File: src/rtl/exfwd_pkg.sv
package exfwd_pkg;

    parameter int unsigned XLEN      = 32;
    parameter int unsigned REG_IDX_W = 3;
    parameter int unsigned N_OPND    = 2;

    typedef enum logic [1:0] {
        OPSRC_REGFILE  = 2'b00,
        OPSRC_WB       = 2'b01,
        OPSRC_MEMSTAGE = 2'b10
    } opsrc_e;

    typedef struct packed {
        logic mem_hit;
        logic wb_hit;
    } hit_t;

    function automatic logic idx_hit(input logic wen,
                                     input logic [REG_IDX_W-1:0] dst,
                                     input logic [REG_IDX_W-1:0] src);
        return wen && (dst != '0) && (dst == src);
    endfunction

endpackage

File: src/rtl/exfwd_hit_cmp.sv
module exfwd_hit_cmp
    import exfwd_pkg::*;
(
    input  logic [REG_IDX_W-1:0] src_i,
    input  logic                 mem_wen_i,
    input  logic [REG_IDX_W-1:0] mem_dst_i,
    input  logic                 wb_wen_i,
    input  logic [REG_IDX_W-1:0] wb_dst_i,
    output hit_t                 hit_o
);

    always_comb begin
        hit_o.mem_hit = idx_hit(mem_wen_i, mem_dst_i, src_i);
        hit_o.wb_hit  = idx_hit(wb_wen_i, wb_dst_i, src_i);
    end

    // index 0 never matches any stage
    always_comb begin
        if (src_i == '0) begin
            a_r5_zero_no_hit: assert (hit_o == '0)
                else $error("R5: hit on source index 0");
        end
    end

endmodule

File: src/rtl/exfwd_opnd_sel.sv
module exfwd_opnd_sel
    import exfwd_pkg::*;
#(
    parameter int unsigned DATA_W = XLEN
)(
    input  hit_t              hit_i,
    input  logic              mem_is_load_i,
    input  logic [DATA_W-1:0] rf_val_i,
    input  logic [DATA_W-1:0] mem_val_i,
    input  logic [DATA_W-1:0] wb_val_i,
    output opsrc_e            sel_o,
    output logic [DATA_W-1:0] val_o
);

    always_comb begin
        if (hit_i.mem_hit) begin
            sel_o = mem_is_load_i ? OPSRC_REGFILE : OPSRC_MEMSTAGE;
        end else if (hit_i.wb_hit) begin
            sel_o = OPSRC_WB;
        end else begin
            sel_o = OPSRC_REGFILE;
        end
    end

    always_comb begin
        unique case (sel_o)
            OPSRC_MEMSTAGE: val_o = mem_val_i;
            OPSRC_WB:       val_o = wb_val_i;
            default:        val_o = rf_val_i;
        endcase
    end

    always_comb begin
        a_r7_sel_legal: assert (sel_o != opsrc_e'(2'b11))
            else $error("R7: illegal select code");
        if (hit_i.mem_hit) begin
            a_r4_mem_over_wb: assert (sel_o != OPSRC_WB)
                else $error("R4: writeback chosen over memory stage");
        end
    end

endmodule

File: src/rtl/exfwd_load_hazard.sv
module exfwd_load_hazard
    import exfwd_pkg::*;
#(
    parameter int unsigned N = N_OPND
)(
    input  hit_t hit_i [N],
    input  logic mem_is_load_i,
    output logic stall_o
);

    logic any_mem_hit;

    always_comb begin
        any_mem_hit = 1'b0;
        for (int k = 0; k < N; k++) begin
            any_mem_hit = any_mem_hit | hit_i[k].mem_hit;
        end
        stall_o = mem_is_load_i & any_mem_hit;
    end

    always_comb begin
        if (stall_o) begin
            a_r9_stall_needs_load: assert (mem_is_load_i)
                else $error("R9: stall without a load");
        end
    end

endmodule

File: src/rtl/exfwd_unit.sv
module exfwd_unit
    import exfwd_pkg::*;
#(
    parameter int unsigned IDX_W  = REG_IDX_W,
    parameter int unsigned DATA_W = XLEN
)(
    input  logic [IDX_W-1:0]  src_a_i,
    input  logic [IDX_W-1:0]  src_b_i,
    input  logic [DATA_W-1:0] rf_a_i,
    input  logic [DATA_W-1:0] rf_b_i,
    input  logic [IDX_W-1:0]  mem_dst_i,
    input  logic              mem_wen_i,
    input  logic              mem_is_load_i,
    input  logic [DATA_W-1:0] mem_alu_i,
    input  logic [IDX_W-1:0]  wb_dst_i,
    input  logic              wb_wen_i,
    input  logic [DATA_W-1:0] wb_data_i,
    output logic [1:0]        sel_a_o,
    output logic [1:0]        sel_b_o,
    output logic [DATA_W-1:0] opnd_a_o,
    output logic [DATA_W-1:0] opnd_b_o,
    output logic              stall_o
);

    localparam int unsigned NOP = N_OPND;

    logic [IDX_W-1:0]  src  [NOP];
    logic [DATA_W-1:0] rfv  [NOP];
    hit_t              hit  [NOP];
    opsrc_e            sel  [NOP];
    logic [DATA_W-1:0] val  [NOP];

    assign src[0] = src_a_i;
    assign src[1] = src_b_i;
    assign rfv[0] = rf_a_i;
    assign rfv[1] = rf_b_i;

    for (genvar k = 0; k < NOP; k++) begin : g_opnd
        exfwd_hit_cmp u_cmp (
            .src_i     (src[k]),
            .mem_wen_i (mem_wen_i),
            .mem_dst_i (mem_dst_i),
            .wb_wen_i  (wb_wen_i),
            .wb_dst_i  (wb_dst_i),
            .hit_o     (hit[k])
        );

        exfwd_opnd_sel #(.DATA_W(DATA_W)) u_sel (
            .hit_i         (hit[k]),
            .mem_is_load_i (mem_is_load_i),
            .rf_val_i      (rfv[k]),
            .mem_val_i     (mem_alu_i),
            .wb_val_i      (wb_data_i),
            .sel_o         (sel[k]),
            .val_o         (val[k])
        );
    end

    exfwd_load_hazard #(.N(NOP)) u_lhz (
        .hit_i         (hit),
        .mem_is_load_i (mem_is_load_i),
        .stall_o       (stall_o)
    );

    assign sel_a_o  = sel[0];
    assign sel_b_o  = sel[1];
    assign opnd_a_o = val[0];
    assign opnd_b_o = val[1];

    always_comb begin
        // a non-writing memory stage is never a source
        if (!mem_wen_i) begin
            a_r6_no_wen_mem: assert (sel_a_o != 2'b10 && sel_b_o != 2'b10 && !stall_o)
                else $error("R6: forwarded from non-writing stage");
        end
        // a stalled load never hands its stale ALU value forward
        if (stall_o) begin
            a_r8_load_no_fwd: assert (sel_a_o != 2'b10 && sel_b_o != 2'b10)
                else $error("R8: load result forwarded from memory stage");
        end
        // memory-stage select delivers the ALU result
        if (sel_a_o == 2'b10) begin
            a_r1_mem_value_a: assert (opnd_a_o == mem_alu_i)
                else $error("R1: wrong operand A value");
        end
    end

endmodule

File: config.mk
export PLATFORM = sky130hd
export DESIGN_NAME = exfwd_unit
export DESIGN_NICKNAME = d
export VERILOG_FILES = /design/src/rtl/exfwd_pkg.sv /design/src/rtl/exfwd_hit_cmp.sv /design/src/rtl/exfwd_opnd_sel.sv /design/src/rtl/exfwd_load_hazard.sv /design/src/rtl/exfwd_unit.sv
export SDC_FILE = /design/constraint.sdc
export NUM_CORES = 1
export LEC_CHECK = 0
export ABC_CLOCK_PERIOD_IN_PS = 2360
export CORE_MARGIN = 3
export CORE_UTILIZATION = 35
export DETAILED_ROUTE_END_ITERATION = 10
export GPL_ROUTABILITY_DRIVEN = 0
export PLACE_DENSITY = 0.83
export RECOVER_POWER = 25
export REMOVE_ABC_BUFFERS = 1
export SYNTH_ARGS = -nofsm -noshare
export SYNTH_HDL_FRONTEND = slang
export SYNTH_SLANG_ARGS = --single-unit
File: constraint.sdc
create_clock -name vclk -period 2.36
set_input_delay 0.354 -clock vclk [all_inputs]
set_output_delay 0.354 -clock vclk [all_outputs]
set_load 0.005 [all_outputs]
==> results.ini <==
[yosys]
synth_top_area_share_pct=35.84
synth-seq-area-share_pct=0
synthCells=369
synth.distinct_cells=22
ys_warn_count=0
synth_area_um2=2633
synthTopCellsByArea=o311ai_2, nand4_1, nand3_1
syn_area_per_cell_um2=7.134
synthTopCellsByCount=inv_1, nand3_1, nand4_1
synth_top_cell_by_area=o311ai_2

[placed_design]
dp.cells=664
dp_hpwl_um=9898
port_buffers=212

[global_routing]
grt_pass1_vias=4325
grt_max_degree=33
grt_overflow=0
grt_pass1_wl_um=22400
antenna_found_initial=0
track_usage_pct=31.77

[floorplanning]
io_pins=212
die_area_um2=8598
initial_core_util_pct=37.30
die_y_um=92.73
die_x_um=92.73
coreArea_um2=7057
fp-row-count=30

[power]
power_uw=1096
power.density_nw_per_um2=195.8
leakage_uw=0.002181
ir_drop_mv=0.1099

[sta]
postLayoutSetupSlackWorst_ns=-0.09006
max_slew_margin_pct=73.59
fin_crit_sh_pct=103.8
setup_violations=41
fmax_mhz=408.2
hold_viol=0
rsz0062_at_grt=yes
timing.final.crit_period_ns=2.450
tightest_slew_ns=0.3962
slew_viol_final=0

[min_path]
hold_start=rf_a_i[17]
holdCritPathClass=in2out

[critical_path]
critPathRequiredTime_ns=2.01
crit_fanout=5
start_kind=primary input
crit_arrival_ns=2.10
worstSetupPathType=in2out
cp-end-kind=output pin
setup.worst_path.start=src_a_i[0]

[routing]
drt-total-wl_um=16060
wl_per_cell_um=23.68
first_iter_violations=278
drc=0
first_pass_iters=5
drtAntennaViolNets=0
avgViaCountPerCell=6.324
num_vias=4288

[finish]
layout-drive-gt1-share_pct=35.57
seq_cells=0
final_net_count=727
nClkBuffers=0
num_antenna_cells=0
fin_cells=678
multi_input_area_um2=2764
ff_latch_area_um2=0
syn_to_final_growth_pct=112.7
n_fill_cell=476

[outcome]
violations=setup timing
status=complete, but fails checks

[job]
drv_cap=0

==> stage by stage <==
step,hold slack [ns],TNS [ns],utilization [%],area [um2],worst slack (ns)
2_1_floorplan,0.8194,-167.08,-,2375,-2.567
3_3_place_gp,1.697,-55.54,71.10,5017,-0.8835
3_5_place_dp,1.702,-57.27,71.10,5017,-0.9843
4_1_cts,1.386,-1.044,73.99,5221,-0.08269
5_1_grt,1.408,-2.736,79.34,5599,-0.1281
6_report,1.388,-1.114,79.34,5599,-0.09006
==> layout make-up <==
type / instances / area share, %
Timing Repair Buffer: 263 / 44.20
Inverter: 64 / 4.290
Tap cell: 96 / 2.145
Multi-Input combinational cell: 255 / 49.36
==> critical path, stage by stage <==
cell,delay [ns]
buf_8,0.10
xor2_2,0.18
or4b_4,0.54
and4_4,0.21
buf_6,0.14
buf_16,0.15
o311ai_4,0.23
buf_2,0.19
==> layer usage <==
layer	vias to the layer above	GRT usage [%]	routed length (um)
met5	-	0	0
met1	2054	34.81	5571
met2	329	59.27	8264
li1	1829	-	-
met4	0	13.19	786
met3	76	6.093	1433
==> logic make-up (layout without fill, tap and decap cells) <==
| family | Yosys count | count (layout) | share of synthesized area, % |
|---|---|---|---|
| AND/OR/NAND/NOR | 177 | 177 | 38.83 |
| buffers and inverters | 114 | 327 | 18.92 |
| AO/OA/AOI/OAI | 68 | 68 | 38.93 |
| XOR/XNOR | 10 | 10 | 3.327 |
==> timing repair <==
action	in CTS	in global routing
endpoints found under the setup margin	69	68
pin swaps	41	31
hold buffers	0	0
cloned	5	4
endpoints found under the hold margin	0	0
gates resized for setup	360	44
setup buffers	11	0
==> cell usage in the layout, fill, tap and decap left out, types with 3 or more instances in the layout <==
master	instances
buf_16	3
clkdlybuf4s50_1	132
and2_1	32
buf_12	10
nand3_1	64
o311ai_2	14
buf_4	24
xor2_1	5
buf_2	68
inv_1	64
o311ai_4	49
buf_6	11
nand4_1	64
buf_8	4
clkbuf_16	4
xor2_2	5
dlygate4sd2_1	3
==> final timing paths <==
check / end / slack, ns / depth (start not counted)
min: opnd_a_o[17] / 1.39 / 4
max: opnd_a_o[28] / -0.09 / 8
==> power by group <==
group | switching, uW | total, uW | internal, uW
clock | 0 | 0 | 0
sequential | 0 | 0 | 0
combinational | 495 | 1100 | 601
Note: power is estimated with default switching activity, not from simulation.
